## src/rtl/i2c_pr_pkg.sv

```systemverilog
package i2c_pr_pkg;
  localparam int unsigned BYTE_W = 8;

  typedef enum logic [1:0] {
    ST_IDLE,
    ST_ADDR,
    ST_PTR,
    ST_DATA
  } ctl_st_e;
endpackage

```

## src/rtl/i2c_pr_sync.sv

```systemverilog
module i2c_pr_sync (
  input  logic       clk_i,
  input  logic       rst_ni,
  input  logic       scl_i,
  input  logic       sda_i,
  output logic       sda_o,
  output logic       scl_rise_o,
  output logic       scl_fall_o,
  output logic       start_o,
  output logic       stop_o
);
  localparam int unsigned LINES = 2;
  localparam int unsigned DEPTH = 3;  // two sync flops + one history flop

  logic [LINES-1:0] raw;
  logic [DEPTH-1:0] pipe_q [LINES];

  assign raw = {sda_i, scl_i};

  for (genvar i = 0; i < LINES; i++) begin : g_line
    always_ff @(posedge clk_i or negedge rst_ni) begin
      if (!rst_ni) pipe_q[i] <= '1;
      else         pipe_q[i] <= {pipe_q[i][DEPTH-2:0], raw[i]};
    end
  end

  logic scl_now, scl_old, sda_now, sda_old;
  assign scl_now = pipe_q[0][DEPTH-2];
  assign scl_old = pipe_q[0][DEPTH-1];
  assign sda_now = pipe_q[1][DEPTH-2];
  assign sda_old = pipe_q[1][DEPTH-1];

  assign sda_o      = sda_now;
  assign scl_rise_o = scl_now & ~scl_old;
  assign scl_fall_o = ~scl_now & scl_old;
  assign start_o    = scl_now & scl_old & sda_old & ~sda_now;
  assign stop_o     = scl_now & scl_old & ~sda_old & sda_now;
endmodule

```

## src/rtl/i2c_pr_shifter.sv

```systemverilog
module i2c_pr_shifter #(
  parameter int unsigned BYTE_W = 8,
  localparam int unsigned CNT_W = $clog2(BYTE_W + 2)
) (
  input  logic              clk_i,
  input  logic              rst_ni,
  input  logic              clear_i,
  input  logic              scl_rise_i,
  input  logic              scl_fall_i,
  input  logic              sda_i,
  output logic [BYTE_W-1:0] byte_o,
  output logic [CNT_W-1:0]  cnt_o,
  output logic              byte_done_o,
  output logic              ack_done_o
);
  localparam logic [CNT_W-1:0] CNT_BYTE = CNT_W'(BYTE_W);
  localparam logic [CNT_W-1:0] CNT_ACK  = CNT_W'(BYTE_W + 1);

  logic [BYTE_W-1:0] sh_q;
  logic [CNT_W-1:0]  cnt_q;

  // cnt counts SCL rises: 1..BYTE_W data bits, BYTE_W+1 = ack clock
  always_ff @(posedge clk_i or negedge rst_ni) begin
    if (!rst_ni) begin
      sh_q  <= '0;
      cnt_q <= '0;
    end else if (clear_i) begin
      cnt_q <= '0;
    end else if (scl_rise_i) begin
      if (cnt_q < CNT_BYTE) sh_q <= {sh_q[BYTE_W-2:0], sda_i};
      if (cnt_q <= CNT_BYTE) cnt_q <= cnt_q + 1'b1;
    end else if (scl_fall_i && cnt_q == CNT_ACK) begin
      cnt_q <= '0;
    end
  end

  assign byte_o      = sh_q;
  assign cnt_o       = cnt_q;
  assign byte_done_o = scl_fall_i && cnt_q == CNT_BYTE;
  assign ack_done_o  = scl_fall_i && cnt_q == CNT_ACK;

  assert_cnt_range_R8: assert property (@(posedge clk_i) disable iff (!rst_ni)
    cnt_q <= CNT_ACK);
endmodule

```

## src/rtl/i2c_pr_ctrl.sv

```systemverilog
module i2c_pr_ctrl
  import i2c_pr_pkg::*;
#(
  parameter int unsigned          PREFIX_W = 5,
  parameter logic [PREFIX_W-1:0]  PREFIX   = 5'b00100,
  parameter int unsigned          STRAP_W  = 2,
  parameter int unsigned          NREGS    = 2,
  parameter int unsigned          DATA_W   = 8,
  localparam int unsigned         ADDR_W   = PREFIX_W + STRAP_W,
  localparam int unsigned         PTR_W    = (NREGS > 1) ? $clog2(NREGS) : 1
) (
  input  logic                    clk_i,
  input  logic                    rst_ni,
  input  logic                    start_i,
  input  logic                    stop_i,
  input  logic                    byte_done_i,
  input  logic                    ack_done_i,
  input  logic [DATA_W-1:0]       byte_i,
  input  logic [STRAP_W-1:0]      strap_i,
  output logic                    ack_o,
  output logic [NREGS*DATA_W-1:0] regs_o
);
  ctl_st_e                         st_q;
  logic                            ack_q;
  logic [PTR_W-1:0]                ptr_q;
  logic [NREGS-1:0][DATA_W-1:0]    regs_q;
  logic [ADDR_W-1:0]               own_addr;
  logic                            addr_hit;

  assign own_addr = {PREFIX, strap_i};
  assign addr_hit = byte_i[DATA_W-1 -: ADDR_W] == own_addr;

  always_ff @(posedge clk_i or negedge rst_ni) begin
    if (!rst_ni) begin
      st_q   <= ST_IDLE;
      ack_q  <= 1'b0;
      ptr_q  <= '0;
      regs_q <= '0;
    end else if (start_i) begin
      st_q  <= ST_ADDR;
      ack_q <= 1'b0;
    end else if (stop_i) begin
      st_q  <= ST_IDLE;
      ack_q <= 1'b0;
    end else if (byte_done_i) begin
      unique case (st_q)
        ST_ADDR: begin
          if (addr_hit) ack_q <= 1'b1;
          else          st_q  <= ST_IDLE;
        end
        ST_PTR: begin
          ptr_q <= byte_i[PTR_W-1:0];  // upper bits ignored
          ack_q <= 1'b1;
        end
        ST_DATA: begin
          regs_q[ptr_q] <= byte_i;
          ptr_q         <= ptr_q + 1'b1;
          ack_q         <= 1'b1;
        end
        default: ;
      endcase
    end else if (ack_done_i) begin
      ack_q <= 1'b0;
      unique case (st_q)
        ST_ADDR: st_q <= byte_i[0] ? ST_IDLE : ST_PTR;  // read: ack then drop
        ST_PTR:  st_q <= ST_DATA;
        default: ;
      endcase
    end
  end

  assign ack_o  = ack_q;
  assign regs_o = regs_q;

  assert_idle_hold_R4: assert property (@(posedge clk_i) disable iff (!rst_ni)
    (st_q == ST_IDLE) |=> $stable(regs_q));

  assert_start_addr_R2: assert property (@(posedge clk_i) disable iff (!rst_ni)
    start_i |=> (st_q == ST_ADDR && !ack_q));

  assert_stop_release_R10: assert property (@(posedge clk_i) disable iff (!rst_ni)
    (stop_i && !start_i) |=> (st_q == ST_IDLE && !ack_q));

  assert_ptr_step_R7: assert property (@(posedge clk_i) disable iff (!rst_ni)
    (byte_done_i && !start_i && !stop_i && st_q == ST_DATA)
      |=> ptr_q == PTR_W'($past(ptr_q) + 1'b1));
endmodule

```

## src/rtl/i2c_pair_reg_target.sv

```systemverilog
module i2c_pair_reg_target
  import i2c_pr_pkg::*;
#(
  parameter int unsigned NREGS   = 2,
  parameter int unsigned STRAP_W = 2
) (
  input  logic                    clk_i,
  input  logic                    rst_ni,
  input  logic                    scl_i,
  input  logic                    sda_i,
  input  logic [STRAP_W-1:0]      strap_i,
  output logic                    sda_drive_no,
  output logic [NREGS*BYTE_W-1:0] regs_o
);
  localparam int unsigned CNT_W = $clog2(BYTE_W + 2);

  logic sda_s, scl_rise, scl_fall, start, stop;
  logic [BYTE_W-1:0] rx_byte;
  logic [CNT_W-1:0]  bit_cnt;
  logic byte_done, ack_done, ack;

  i2c_pr_sync u_sync (
    .clk_i      (clk_i),
    .rst_ni     (rst_ni),
    .scl_i      (scl_i),
    .sda_i      (sda_i),
    .sda_o      (sda_s),
    .scl_rise_o (scl_rise),
    .scl_fall_o (scl_fall),
    .start_o    (start),
    .stop_o     (stop)
  );

  i2c_pr_shifter #(.BYTE_W(BYTE_W)) u_shift (
    .clk_i       (clk_i),
    .rst_ni      (rst_ni),
    .clear_i     (start),
    .scl_rise_i  (scl_rise),
    .scl_fall_i  (scl_fall),
    .sda_i       (sda_s),
    .byte_o      (rx_byte),
    .cnt_o       (bit_cnt),
    .byte_done_o (byte_done),
    .ack_done_o  (ack_done)
  );

  i2c_pr_ctrl #(
    .STRAP_W (STRAP_W),
    .NREGS   (NREGS),
    .DATA_W  (BYTE_W)
  ) u_ctrl (
    .clk_i       (clk_i),
    .rst_ni      (rst_ni),
    .start_i     (start),
    .stop_i      (stop),
    .byte_done_i (byte_done),
    .ack_done_i  (ack_done),
    .byte_i      (rx_byte),
    .strap_i     (strap_i),
    .ack_o       (ack),
    .regs_o      (regs_o)
  );

  assign sda_drive_no = ~ack;

  // pull-down only between the end of bit 8 and the end of the ack clock
  assert_ack_window_R8: assert property (@(posedge clk_i) disable iff (!rst_ni)
    !sda_drive_no |-> (bit_cnt >= CNT_W'(BYTE_W)));
endmodule

```

## config.mk

```make
export PLATFORM = sky130hd
export DESIGN_NAME = i2c_pair_reg_target
export DESIGN_NICKNAME = d
export VERILOG_FILES = /design/src/rtl/i2c_pr_pkg.sv /design/src/rtl/i2c_pr_sync.sv /design/src/rtl/i2c_pr_shifter.sv /design/src/rtl/i2c_pr_ctrl.sv /design/src/rtl/i2c_pair_reg_target.sv
export SDC_FILE = /design/constraint.sdc
export NUM_CORES = 1
export LEC_CHECK = 0
export ABC_AREA = 0
export BUFFER_PORTS_ARGS = -buffer_cell sky130_fd_sc_hd__buf_2
export CAP_MARGIN = 10
export CORE_MARGIN = 10
export CORE_UTILIZATION = 26
export CTS_CLUSTER_SIZE = 30
export DETAILED_ROUTE_END_ITERATION = 8
export MAX_ROUTING_LAYER = met4
export SYNTH_ARGS = -nofsm -noshare
export SYNTH_HDL_FRONTEND = slang
export SYNTH_HIERARCHICAL = 1
export SYNTH_SLANG_ARGS = --single-unit
```

## constraint.sdc

```tcl
create_clock -name clk_i -period 2.3 [get_ports clk_i]
set_clock_uncertainty 0.2 [all_clocks]
set_input_delay 0.46 -clock clk_i [delete_from_list [all_inputs] [get_ports clk_i]]
set_output_delay 0.46 -clock clk_i [all_outputs]
set_load 0.005 [all_outputs]
```

* After elaboration in Yosys (flattened, before gate mapping) *
Cells that the tools add are included.

word-level totals
  register bits = 38
  input port bits = 6
  output and inout bits = 17
  word-level logic and storage cells = 76

operators by class
  add/sub/neg operators = 2
  order comparisons = 4
  eq/ne operators = 11
  multiplexer cells = 22
  bitwise gates (word level) = 14
  reduce and logical (&&, ||, !) cells = 14

operators with widths
  cell                                                   number
  bitwise mux 16 bit                                     1
  2-to-1 mux 4 bit                                       4
  2-to-1 mux 2 bit                                       7
  AND reduction 4 bit                                    3
  != test 5 x 4 -> 1 bit, second input constant          2
  demux 8 bit (select 1 bit)                             1
  equality test 4 bit, second input constant             2
  2-to-1 mux 8 bit                                       1
  nonzero test 4 bit                                     2
  bitwise AND 1 bit                                      7
  equality test 7 x 5 -> 1 bit                           1
  inverter 1 bit                                         7
  AND reduction 3 bit                                    2
  2-to-1 mux 1 bit                                       5
  adder 4 x 1 -> 4 bit, second input constant            1
  equality test 2 bit, second input constant             2
  less-or-equal comparator 4 bit, second input constant  1
  less-than comparator 4 bit, second input constant      1
  != test 4 x 3 -> 1 bit, second input constant          1
  != test 4 bit, second input constant                   1
  case mux 1 bit (2 select lines)                        2
  case mux 2 bit (2 select lines)                        1
  logical AND 1 bit                                      3
  != test 3 x 1 -> 1 bit, second input constant          1
  other kinds (8)                                        8

* Longest topological paths before layout *
  depth after elaboration = 7
  mapped depth = 8
  mapped depth without buffers = 8

* Hierarchy *
The synthesis kept the hierarchy.

by module, submodules not included
  module               times used  cells each  area each (um^2)  seq. area each (um^2)
  i2c_pr_ctrl          1           69          912.1             500.5
  i2c_pr_shifter       1           51          593.1             300.3
  i2c_pr_sync          1           10          190.2             157.7
  i2c_pair_reg_target  1           1           3.8               0.0

* Worst setup path before layout *
Ideal clock, no wire load.

  kind = register -> register
  start point = register u_sync/pipe_q[5] (netlist bit)
  end point = register u_ctrl.regs_q, in the netlist u_ctrl/regs_o[0]
  setup time = 0.125 ns
  arrival = 1.966 ns
  required time = 1.975 ns
  setup slack = 0.009 ns
  cell stages (with the launch flop) = 8
  buffers on the path = 0
  period minus slack after synthesis = 2.291 ns
  cell sequence = dfstp_2 -> nor2b_1 -> nand2_1 -> nor2_1 -> nor3b_2 -> nand2_1 -> nor2_2 -> mux2_2

between the ends
  elaborated cells on any way between the ends = 10
  classes of those cells = 8 x bitwise; 2 x reduce/logical

RTL lines
  item                              line                       RTL
  start: declaration                i2c_pr_sync.sv:16          logic [DEPTH-1:0] pipe_q [LINES];
  start signal: indexed assignment  i2c_pr_sync.sv:23          else pipe_q[i] <= {pipe_q[i][DEPTH-2:0], raw[i]};
  bitwise AND 1 bit                 i2c_pr_sync.sv:35          assign scl_fall_o = ~scl_now & scl_old;
  named net scl_fall                i2c_pair_reg_target.sv:17  logic sda_s, scl_rise, scl_fall, start, stop;
  logical AND 1 bit                 i2c_pr_shifter.sv:39       assign byte_done_o = scl_fall_i && cnt_q == CNT_BYTE;
  named net byte_done               i2c_pair_reg_target.sv:20  logic byte_done, ack_done, ack;
  AND reduction 4 bit (no line)     n/a
  end signal: indexed assignment    i2c_pr_ctrl.sv:56          regs_q[ptr_q] <= byte_i;
  end: declaration                  i2c_pr_ctrl.sv:26          logic [NREGS-1:0][DATA_W-1:0] regs_q;

The timed path passes the listed nets, and every way through them passes these cells.
A chain may end at the register's enable or synchronous reset.

* Final worst setup path *
  start point = register u_sync/pipe_q[5] (netlist bit)
  end point = register u_ctrl.regs_q, in the netlist u_ctrl/regs_o[11]

The elaborated chain is that of the path after synthesis.

==> run metrics <==
Rows=29; PD cells=735.4 nW/um^2; crit path launch=u_sync/pipe_q[5]$_DFF_PN1_; largest net degree at the start of global routing=39; post-DP HPWL=2354 um; setup slack, reg-to-reg=140 ps; Initial DRC Count=60; DRC violations left=0; vias in the first global route=1156; CP max stage delay=550 ps; placed cells=241; Final nets=185; final worst-path cycle share=0.9411; clk slew on worst S/H paths=80 ps; mean area per synthesized cell=12.97 um^2; GPL Wtd Cong=0.7108; CTS root buf=clkbuf_8; non-filler cells, final=251; r2r endpoint=u_ctrl/regs_o[11]$_DFFE_PN0P_; failing checks=hold timing; syn nets=143; CP Max Fanout=5; via count=1147; final worst slack=135.4 ps; Max Cap Viol=0; Setup crit start kind=flop; crit path capture type=flop; hold buffers post-CTS=0; max-slew violation count=0; first-pass GRT wire length=5437 um; final wirelength=3227 um; vias per cell=4.570; slowest cell on the critical path=dfstp_2; cts bufs inserted=5; Post-synth top flop=dfrtp_1; FF+latch count, synth=38; DRT antenna net count=0; WP data required=2270 ps; Least-Margin Pin Slew=471.2 ps; Slew HR=0.6859; IO buf count=22; register area share after synthesis=0.5641; die span in x=100.8 um; Placement Setup Slack=24.42 ps; crit path DAT=2140 ps; Synth async-reset ratio=1.000; Max clock buf depth=2; WL per Instance=12.86 um; origin of the critical flop-to-flop path=u_sync/pipe_q[5]$_DFF_PN1_; fin crit period=2165 ps; Synth Instances=131; Initial Utilization=0.2676; P_leak=1.030 nW; layout cell share with drive strength beyond 1=0.4713; total core area=6350 um^2; hold slack=-3.927 ps; EDFF count, synth=0; CTS tree=built; count of cell types in the netlist=35; total power=1.550 mW; Worst-Skew Late Latency=290 ps; post-route setup TNS=0 ps; crit-path cells=nor2b_2 -> nand2_1 -> nor2_2 -> nor3b_4 -> buf_4 -> nand3_1 -> buf_4 -> mux2_2; status=complete, but fails checks; hold crit path type=primary input to async pin; I/O pin count=23; top cell family by delay on the critical path=simple AND/OR/NAND/NOR gates; crit-path most repeated cell=buf_4; antenna violations before repair=0; Worst Reg-to-Reg Cells=8; Crit path buffers/inverters=2; mapped cell area=1699 um^2; Final setup viols=0; grt total ovfl=0; antenna cells=0; Max Freq=462.0 MHz; Die H=100.8 um; # clock sinks=38; GRT Total Usage=0.06795; final hold vios=3; Synth Warn #=6; DRT Pass-1 Iters=4; peak supply drop=465.6 uV; H-tree lvl count=2; Layout Area Growth over Synthesis=24.01%; WS Path Type=flop to flop; Die Area=10170 um^2
## cell usage after synthesis, drive strengths merged, types with 2 or more instances
cell,n,area share
nor2b,3,0.011
nand3,3,0.0088
dfrtp,32,0.47
ha,6,0.044
nor3,2,0.013
nand4,3,0.011
nor3b,2,0.012
and4b,2,0.012
nor2,7,0.017
o21ai,5,0.015
dfstp,6,0.093
a21oi,3,0.0088
xor2,2,0.010
mux2,24,0.16
a31oi,3,0.011
a211o,2,0.011
nand2b,2,0.0074
inv,9,0.020
nand2,5,0.011
## layout by cell type, fill, tap and decap left out, drive strengths merged, types with 2 or more instances in the layout
master / instances
clkinv: 2
mux2: 24
xor2: 2
nor3: 2
nand4: 3
a31oi: 3
a211o: 2
nand2b: 2
nand3: 3
clkbuf: 6
inv: 9
dfrtp: 32
ha: 6
buf: 36
nor2: 7
and4b: 2
dfstp: 6
o21ai: 5
nand2: 5
nor2b: 3
nor3b: 2
a21oi: 3
## area by class of cell
| cell class | count | area (um^2) |
|---|---|---|
| clock buffer | 6 | 72.57 |
| clock inverter | 2 | 13.76 |
| fill | 626 | 4243 |
| inverter | 9 | 33.78 |
| multi-input combinational | 83 | 713.2 |
| sequential | 38 | 958.4 |
| tap | 77 | 96.34 |
| timing repair buffer | 36 | 219.0 |
## timing repair
| item | CTS | global route |
|---|---|---|
| hold endpoints to repair | 0 | 0 |
| resized for setup | 0 | 4 |
| setup endpoints to repair | 0 | 15 |
| setup buffers | 0 | 2 |
## worst max path at each step
| stage | end | slack (ps) | depth (start not counted) |
|---|---|---|---|
| floorplan | u_ctrl/regs_o[0]$_DFFE_PN0P_ | 9 | 7 |
| global placement | u_ctrl/regs_o[7]$_DFFE_PN0P_ | 110 | 8 |
| detailed placement | u_ctrl/regs_o[0]$_DFFE_PN0P_ | 20 | 8 |
| CTS | u_ctrl/regs_o[0]$_DFFE_PN0P_ | 10 | 8 |
| global route | u_ctrl/regs_o[0]$_DFFE_PN0P_ | -2 | 8 |
| finish | u_ctrl/regs_o[11]$_DFFE_PN0P_ | 140 | 8 |
## worst register-to-register path, cell delays in order, from the launching register on
cell and delay [ps]:
dfstp_2 550, nor2b_2 170, nand2_1 80, nor2_2 130
nor3b_4 230, buf_4 150, nand3_1 90, buf_4 180
mux2_2 270
## routing by layer
layer,GRT usage,vias up,share of wire
met3,0.01440,4,0.027
met5,-,-,0
met2,0.09386,26,0.42
met1,0.08916,562,0.53
met4,0.03913,0,0.021
li1,-,555,-
## cells by family after synthesis
group,Yosys count,share of synthesized area
flip-flops,38,0.5641
AND/OR/NAND/NOR,32,0.1178
multiplexers,25,0.1649
AO/OA/AOI/OAI,18,0.07585
buffers and inverters,10,0.02282
adder cells (fa/ha/maj),6,0.04418
XOR/XNOR,2,0.01031
## stage by stage
stage | instance area, um^2 | util
2_1_floorplan | 1699 | -
3_3_place_gp | 1991 | 0.3135
3_5_place_dp | 1991 | 0.3135
4_1_cts | 2077 | 0.3271
5_1_grt | 2107 | 0.3318
6_report | 2107 | 0.3318
## power by group
part	switching [mW]	internal [mW]
Clock	0.240	0.214
Sequential	0.0919	0.755
Combinational	0.115	0.134
## state kept, by name, summed over array words and instances, names as in the netlist
signal and count:
u_ctrl/regs_o 16, u_ctrl/st_q 2, u_ctrl/ack_o 1, u_shift/byte_o 8, u_ctrl/ptr_q 1, u_sync/sda_o 1
u_shift/cnt_o 4, u_sync/pipe_q 5
Power figures use the tool's default switching activity.
